`src/rtl/crf_pkg.sv`:
```
// Package for the computed-read register file.
// Holds the address map constants whose positions set the read behaviour.
// Assumes a fixed 6-bit address space of 64 entries.
package crf_pkg;
    localparam int ADDR_W   = 6;
    localparam int NUM_REGS = 1 << ADDR_W;

    typedef logic [ADDR_W-1:0] crf_addr_t;

    localparam crf_addr_t A_DISPLAY = 6'd0;
    localparam crf_addr_t A_MASK_X  = 6'd53;
    localparam crf_addr_t A_MASK_Y  = 6'd54;
    localparam crf_addr_t A_PICK_T  = 6'd55;
    localparam crf_addr_t A_PICK_C  = 6'd56;
    localparam crf_addr_t A_PICK_F  = 6'd57;
    localparam crf_addr_t A_ROT_R   = 6'd58;
    localparam crf_addr_t A_ROT_L   = 6'd59;
    localparam crf_addr_t A_SUM_X   = 6'd60;
    localparam crf_addr_t A_SUM_Y   = 6'd61;
    localparam crf_addr_t A_INVERT  = 6'd62;
    localparam crf_addr_t A_PC      = 6'd63;
endpackage

```
`src/rtl/crf_store.sv`:
```
// Storage cells for addresses 1..NUM_REGS-2.
// Address 0 (display) and the top address (PC) hold no cell here and read as zero.
// Assumes one write per cycle; a write lands at the clock edge.
module crf_store
    import crf_pkg::*;
#(
    parameter int DATA_W = 16
) (
    input  logic              clk,
    input  logic              rst_n,
    input  logic              wr_en,
    input  crf_addr_t         wr_addr,
    input  logic [DATA_W-1:0] wr_data,
    output logic [DATA_W-1:0] regs_q [NUM_REGS]
);
    for (genvar i = 0; i < NUM_REGS; i++) begin : g_reg
        if (i == 0 || i == NUM_REGS - 1) begin : g_none
            assign regs_q[i] = '0;
        end else begin : g_cell
            logic [DATA_W-1:0] cell_q;
            // Hold one word, cleared on reset, loaded when addressed.
            always_ff @(posedge clk) begin
                if (!rst_n)
                    cell_q <= '0;
                else if (wr_en && wr_addr == crf_addr_t'(i))
                    cell_q <= wr_data;
            end
            assign regs_q[i] = cell_q;
        end
    end
endmodule

```
`src/rtl/crf_pc.sv`:
```
// Program counter held at the top address.
// A load (branch write) takes priority over a single step. It wraps at 2^DATA_W.
// branch_q pulses for one cycle after a load.
module crf_pc #(
    parameter int              DATA_W   = 16,
    parameter logic [DATA_W-1:0] PC_RESET = '0
) (
    input  logic              clk,
    input  logic              rst_n,
    input  logic              load_en,
    input  logic [DATA_W-1:0] load_val,
    input  logic              step,
    output logic [DATA_W-1:0] pc_q,
    output logic              branch_q
);
    // Update the counter: load beats step, otherwise hold.
    always_ff @(posedge clk) begin
        if (!rst_n) begin
            pc_q     <= PC_RESET;
            branch_q <= 1'b0;
        end else begin
            branch_q <= load_en;
            if (load_en)
                pc_q <= load_val;
            else if (step)
                pc_q <= pc_q + DATA_W'(1);
        end
    end
endmodule

```
`src/rtl/crf_readmux.sv`:
```
// Combinational read path: returns stored words or computed functions by address.
// Assumes regs entries 0 and NUM_REGS-1 are zero; the PC arrives separately.
module crf_readmux
    import crf_pkg::*;
#(
    parameter int DATA_W = 16
) (
    input  logic [DATA_W-1:0] regs [NUM_REGS],
    input  logic [DATA_W-1:0] pc,
    input  crf_addr_t         rd_addr,
    output logic [DATA_W-1:0] rd_data
);
    logic [DATA_W:0]   raw_sum;
    logic [DATA_W-1:0] oc_sum;

    // Ones'-complement sum: fold the carry-out back into bit 0.
    always_comb begin
        raw_sum = {1'b0, regs[A_SUM_X]} + {1'b0, regs[A_SUM_Y]};
        oc_sum  = raw_sum[DATA_W-1:0] + {{(DATA_W-1){1'b0}}, raw_sum[DATA_W]};
    end

    // Pick the read result for the requested address.
    always_comb begin
        case (rd_addr)
            A_DISPLAY: rd_data = '0;
            A_MASK_X:  rd_data = regs[A_MASK_Y] & ~regs[A_MASK_X];
            A_MASK_Y:  rd_data = regs[A_MASK_X] & ~regs[A_MASK_Y];
            A_PICK_T:  rd_data = '0;
            A_PICK_C:  rd_data = (|regs[A_PICK_C]) ? regs[A_PICK_T] : regs[A_PICK_F];
            A_PICK_F:  rd_data = '0;
            A_ROT_R:   rd_data = {regs[A_ROT_R][0], regs[A_ROT_R][DATA_W-1:1]};
            A_ROT_L:   rd_data = {regs[A_ROT_L][DATA_W-2:0], regs[A_ROT_L][DATA_W-1]};
            A_SUM_Y:   rd_data = oc_sum;
            A_INVERT:  rd_data = ~regs[A_INVERT];
            A_PC:      rd_data = pc;
            default:   rd_data = regs[rd_addr];
        endcase
    end
endmodule

```
`src/rtl/calc_regfile.sv`:
```
// Top of the computed-read register file.
// Routes the write port to storage, the program counter or the display strobe,
// and exposes the combinational read path. Synchronous active-low reset.
module calc_regfile
    import crf_pkg::*;
#(
    parameter int DATA_W = 16
) (
    input  logic              clk,
    input  logic              rst_n,
    input  logic              wr_en,
    input  logic [5:0]        wr_addr,
    input  logic [DATA_W-1:0] wr_data,
    input  logic [5:0]        rd_addr,
    output logic [DATA_W-1:0] rd_data,
    input  logic              pc_step,
    output logic [DATA_W-1:0] pc_value,
    output logic              branch_taken,
    output logic              disp_valid,
    output logic [DATA_W-1:0] disp_data
);
    logic [DATA_W-1:0] regs_q [NUM_REGS];
    logic              pc_load;
    logic              disp_hit;

    assign pc_load  = wr_en && (wr_addr == A_PC);
    assign disp_hit = wr_en && (wr_addr == A_DISPLAY);

    crf_store #(.DATA_W(DATA_W)) u_store (
        .clk     (clk),
        .rst_n   (rst_n),
        .wr_en   (wr_en),
        .wr_addr (wr_addr),
        .wr_data (wr_data),
        .regs_q  (regs_q)
    );

    crf_pc #(.DATA_W(DATA_W), .PC_RESET('0)) u_pc (
        .clk      (clk),
        .rst_n    (rst_n),
        .load_en  (pc_load),
        .load_val (wr_data),
        .step     (pc_step),
        .pc_q     (pc_value),
        .branch_q (branch_taken)
    );

    crf_readmux #(.DATA_W(DATA_W)) u_rmux (
        .regs    (regs_q),
        .pc      (pc_value),
        .rd_addr (rd_addr),
        .rd_data (rd_data)
    );

    // Register the display strobe and the word written to address 0.
    always_ff @(posedge clk) begin
        if (!rst_n) begin
            disp_valid <= 1'b0;
            disp_data  <= '0;
        end else begin
            disp_valid <= disp_hit;
            if (disp_hit)
                disp_data <= wr_data;
        end
    end
endmodule

```
`config.mk`:
```
export PLATFORM = sky130hd
export DESIGN_NAME = calc_regfile
export DESIGN_NICKNAME = d
export VERILOG_FILES = /design/src/rtl/crf_pkg.sv /design/src/rtl/crf_store.sv /design/src/rtl/crf_pc.sv /design/src/rtl/crf_readmux.sv /design/src/rtl/calc_regfile.sv
export SDC_FILE = /design/constraint.sdc
export NUM_CORES = 2
export LEC_CHECK = 0
export BUFFER_PORTS_ARGS = -buffer_cell sky130_fd_sc_hd__buf_4
export CAP_MARGIN = 20
export CORE_MARGIN = 2
export CORE_UTILIZATION = 65
export CTS_BUF_LIST = sky130_fd_sc_hd__clkbuf_4 sky130_fd_sc_hd__clkbuf_8
export CTS_CLUSTER_SIZE = 28
export DETAILED_ROUTE_END_ITERATION = 6
export PLACE_DENSITY = 0.82
export SLEW_MARGIN = 30
export SYNTH_ARGS = -nofsm -noshare
export SYNTH_HDL_FRONTEND = slang
export SYNTH_SLANG_ARGS = --single-unit
export TNS_END_PERCENT = 50
```
`constraint.sdc`:
```
create_clock -name clk -period 4.65 [get_ports clk]
set_input_delay 0.465 -clock clk [delete_from_list [all_inputs] [get_ports clk]]
set_output_delay 0.465 -clock clk [all_outputs]
set_load 0.005 [all_outputs]
```
Word-level counts from Yosys, hierarchy flattened
Index checks and enable logic that the tools add are counted.
- bits in registers: 1026
- output and inout port bits: 50
- input port bits: 32
- logic and storage cells: 225
- $lt $le $gt $ge: 1
- equal/unequal tests: 73
- $add $sub $neg: 3
- bitwise gates (word level): 6
- multiplexer cells: 7
- reductions and logical operators: 69
- operators by type and width (operator ; count):
    6-bit equality test, second input constant ; 42
    16-bit case mux with 9 select lines ; 1
    16-bit binary-select mux with 6-bit select ; 1
    6-bit by 5-bit equality test with 1-bit output, second input constant ; 16
    16-bit two-way mux ; 5
    1-bit logical AND ; 64
    6-bit by 4-bit equality test with 1-bit output, second input constant ; 8
    16-bit NOT ; 3
    16-bit AND ; 2
    6-bit by 3-bit equality test with 1-bit output, second input constant ; 4
    16-bit by 16-bit adder with 17-bit output ; 1
    16-bit by 1-bit adder with 16-bit output ; 1
    16-bit by 1-bit adder with 16-bit output, second input constant ; 1
    16-bit OR reduction ; 1
    6-bit by 2-bit equality test with 1-bit output, second input constant ; 2
    6-bit zero test ; 2
    7-bit greater-or-equal comparator, second input constant ; 1
    6-bit NOT with 7-bit output ; 1
    6-bit by 1-bit equality test with 1-bit output, second input constant ; 1
    3-bit OR reduction ; 1
    2-bit nonzero test ; 1

Logic depth before layout (Yosys ltp)
- depth in word-level cells: 5
- gate-level depth with buffers: 20
- gate-level depth less buffers: 20

By module
Synthesis repeated with hierarchy kept, for this count alone.
- cells, all modules: 4394
- area total of the unflattened synthesis: 49000.7 um^2
- by module, submodules not included (module ; area each (um^2) ; instances ; seq. area each (um^2) ; cells each):
    crf_store ; 36847.8 ; 1 ; 19859.0 ; 3397
    crf_readmux ; 10496.3 ; 1 ; 0.0 ; 819
    crf_pc ; 945.9 ; 1 ; 340.3 ; 101
    calc_regfile ; 710.7 ; 1 ; 340.3 ; 77

Least setup slack after synthesis
OpenSTA, ideal clock, no wires.
- kind: reg2out
- start: register u_store.g_reg[61].g_cell.cell_q[0]
- end: output port rd_data[8]
- buffers on the path: 0
- setup slack: 294 ps
- required time: 4185 ps
- stages on the path, launching flop included: 21
- arrival: 3891 ps
- cell sequence: dfxtp_1 > ha_1 > fa_1 > a211oi_1 > nor3_1 > o211ai_1 > nand2_1 > o21a_1 > o21a_1 > o21ai_0 > nand2b_1 > ha_1 > ha_1 > nand2_1 > nor3_1 > a211oi_1 > or4b_1 > nor2_1 > xnor2_1 > a2111oi_0 > nor2_1
- word-level cells in the longest chain between the ends: 3
- RTL lines (item ; RTL line ; RTL):
    from (decl) ; crf_store.sv:20 ; logic [DATA_W-1:0] cell_q;
    from (signal assigned) ; crf_store.sv:26 ; cell_q <= wr_data;
    16-bit by 16-bit adder with 17-bit output ; crf_readmux.sv:18 ; raw_sum = {1'b0, regs[A_SUM_X]} + {1'b0, regs[A_SUM_Y]};
    16-bit by 1-bit adder with 16-bit output ; crf_readmux.sv:19 ; oc_sum = raw_sum[DATA_W-1:0] + {{(DATA_W-1){1'b0}}, raw_sum[DATA_W]};
    16-bit case mux with 9 select lines ; crf_readmux.sv:24 ; case (rd_addr)
    to (decl) ; calc_regfile.sv:15 ; output logic [DATA_W-1:0] rd_data,
Every way passes these cells.

Final worst setup path
- start: register u_store.g_reg[61].g_cell.cell_q[0]
- end: output port rd_data[10]
The elaborated chain is that of the path after synthesis.

==> metrics <==
post-layout util 0.730; Initial Util 0.656; Seq pwr share 0.493; Distinct cells, synth 72; hold crit path type in -> reg; Post-route DRC 7; Rows 97; I/O pin total 82; nets 5503; NetSw 4.47 mW; FILL cells ~5100; Worst VDD drop 0.269 mV; final worst path period share 1.16; Post-synth EDFFs 0; root buffer cell clkbuf_8; CP dominant cell by count ha_4; Final setup viols 14; Ys Warns 0; post-route cell area 51100 um^2; Hold Vio Cnt, Final 0; DRC marker count from the first detailed-route iteration 6840; via count 42379; maximum root-to-sink buffer count 3; Setup WS pre-CTS -0.167 ns; placed inst area 47400 um^2; Area Growth Syn to Fin 11.2%; Main synth FF type dfxtp_1; crit path time final 5.40 ns; core region area 70000 um^2; H-tree levels 4; syn avg cell area 8.34 um^2; hold_ws 0.0405 ns; Clock Skew ~0.012 ns; die width 270 um; Max Cap Violations 0; GRT Util Overall 0.411; CP Class reg -> out; full die area 72900 um^2; vias in the first global route 39968; worst r2r path cells 8; share of cells above drive strength 1 0.163; #FFs+latches synth 1026; Cells after Synth 5512; CTS tree done; post-route ant nets 0; final worst slack -0.749 ns; outcome complete, but fails checks; area taken by multi-input logic gates 23900 um^2; initial antenna violation count 14; final WL approximately 150000 um; register area slightly above 20000 um^2; commonest non-fill, non-tap cell in the layout nand2_1; largest net degree at the start of global routing 167; Relative slew margins 0.238; CP bufs+invs 2; Critical Path RT 4.18 ns; drt wl/cell 23.7 um; Synth async-reset ratio 0; worst-margin pin slew 1.13 ns; Worst path max stage delay roughly 0.38 ns; syn nets between 5000 and 6000; Sinks on Clock Net 1026; worst path cell trace ha_4 -> fa_2 -> a211oi_4 -> nor3_2 -> o211ai_1 -> nand2_1 -> o21a_1 -> o21a_1 -> o21ai_1 -> nand2b_1 -> ha_4 -> ha_4 -> and4b_1 -> a211oi_2 -> or4b_4 -> buf_4 -> a2111oi_4 -> xnor2_1 -> a211oi_2 -> a21oi_2 -> buf_4; Worst path slowest cell fa_2; Layout Cells excl Fill 6519; Num CTS Buffers 163; crit-path max FO 3; Placed Instances 6218; Worst-path clk slew 0.07 ns; Pwr Density ~350 nW/um^2; Via-to-Cell Ratio about 6.5; Crit path depth 21; RSZ-0062 raised after global routing yes; crit path capture type output port; first-pass GRT wire length 232000 um; Die H 270 um; commonest cells after routing, fill and taps aside 2126 x nand2_1, 1032 x a21oi_1, 1024 x dfxtp_1, 296 x mux4_2, 223 x buf_4; startpoint types flip-flop; DP Wirelength 93800 um; Switching Share 0.249; r2r setup slk 2.33 ns; combinational power share 0.057; RD Place Congestion just under 1; pins over their slew limit 0; Crit path max-delay family compound AO/OA/AOI/OAI gates; IO Port Bufs 81; Worst Hold Depth 3; Fmax 185 MHz; total power 18.0 mW; CP Data Arrival Time 4.93 ns; Lkg Pwr 16.8 nW; first-pass detailed-route iteration total 7; grt total ovfl 0; TNS Setup -5.45 ns; Clock power frac 0.450; internal power between 10 and 15 mW; Seq/Total Area, Yosys 0.447; clk_lat worst skew 0.85 ns; mapped cell area about 46000 um^2; violated checks DRC, setup timing
==> final timing paths <==
kind / startpoint / to
worst max-delay path: u_store.g_reg[61].g_cell.cell_q[0] / rd_data[10]
worst min-delay path: wr_data[9] / disp_data[9]
worst max register to register: u_pc.pc_q[2] / u_pc.pc_q[15]
worst min register to register: u_store.g_reg[51].g_cell.cell_q[14] / u_store.g_reg[51].g_cell.cell_q[14]
==> timing repair <==
item                                    in CTS  in global routing
pin swaps                                   27                 15
resized for setup                           39                 15
hold buffers                                 2                  0
endpoints found under the setup margin      16                 16
setup buffers                                1                  4
endpoints found under the hold margin        2                  0
==> worst register-to-register path: cells and delay by family, from the launching register on <==
kind             cells  cell delay, ns
AND/OR/NAND/NOR      6            1.28
XOR/XNOR             1            0.18
AO/OA/AOI/OAI        1            0.23
flip-flops           1            0.54
==> flip-flops by register name, indices dropped and copies added (netlist names) <==
signal	flops
u_store.g.g_cell.cell_q	992
disp_data	16
u_pc.pc_q	16
disp_valid	1
u_pc.branch_q	1
==> area by class of cell <==
cell class	instances	area share
tap	940	0.0230
clock buffer	250	0.0607
clock inverter	33	0.00565
antenna	10	0.000489
timing repair buffer	246	0.0404
multi-input combinational	4006	0.467
sequential	1026	0.402
inverter	8	0.000734
==> layer usage <==
metal / wire [um] / global-route usage
met5: 143 / 0.00461
met4: 10500 / 0.265
met3: 21900 / 0.129
met2: 66900 / 0.605
met1: 54800 / 0.524
==> cell usage after synthesis, types with 4 or more instances <==
library cell,instances,area (um^2)
nor3_1,14,70.1
a211oi_1,36,270
o22ai_1,16,100
mux4_2,296,6670
nor3b_1,25,188
buf_1,33,124
a21o_1,7,52.6
a22o_1,18,158
nand4_1,7,43.8
nor2_1,140,526
xnor2_1,20,175
nand3_1,20,100
mux2_2,20,225
buf_2,15,75.1
o21ai_0,34,170
o211ai_1,6,45.0
nor4_1,9,56.3
mux2i_1,50,500
nor2b_1,7,43.8
ha_1,19,238
a21oi_1,1038,5190
clkbuf_1,421,1580
xor2_1,18,158
o21a_1,4,30.0
a2111oi_0,5,43.8
nand2_1,2128,7990
dfxtp_1,1026,20500
nand2b_1,10,62.6
and3_1,7,43.8
inv_1,6,22.5
==> cells by family after synthesis <==
| group | synth area share |
|---|---|
| adders and majority gates | 0.00561 |
| and+or+nand+nor | 0.203 |
| buffers and inverters | 0.0399 |
| DFF | 0.447 |
| muxes | 0.161 |
| AOI/OAI and AO/OA | 0.136 |
| xor gates and xnor gates | 0.00724 |
==> power groups by stage <==
stage          logic [mW]  clock network (mW)  registers [mW]
2_1_floorplan       0.636                   0            9.04
3_3_place_gp        0.956                   0            9.05
3_5_place_dp        0.963                   0            9.05
4_1_cts             0.970                8.04            8.86
5_1_grt              1.05                8.44            8.86
6_report             1.02                8.08            8.86
Note: power is estimated with default switching activity, not from simulation.
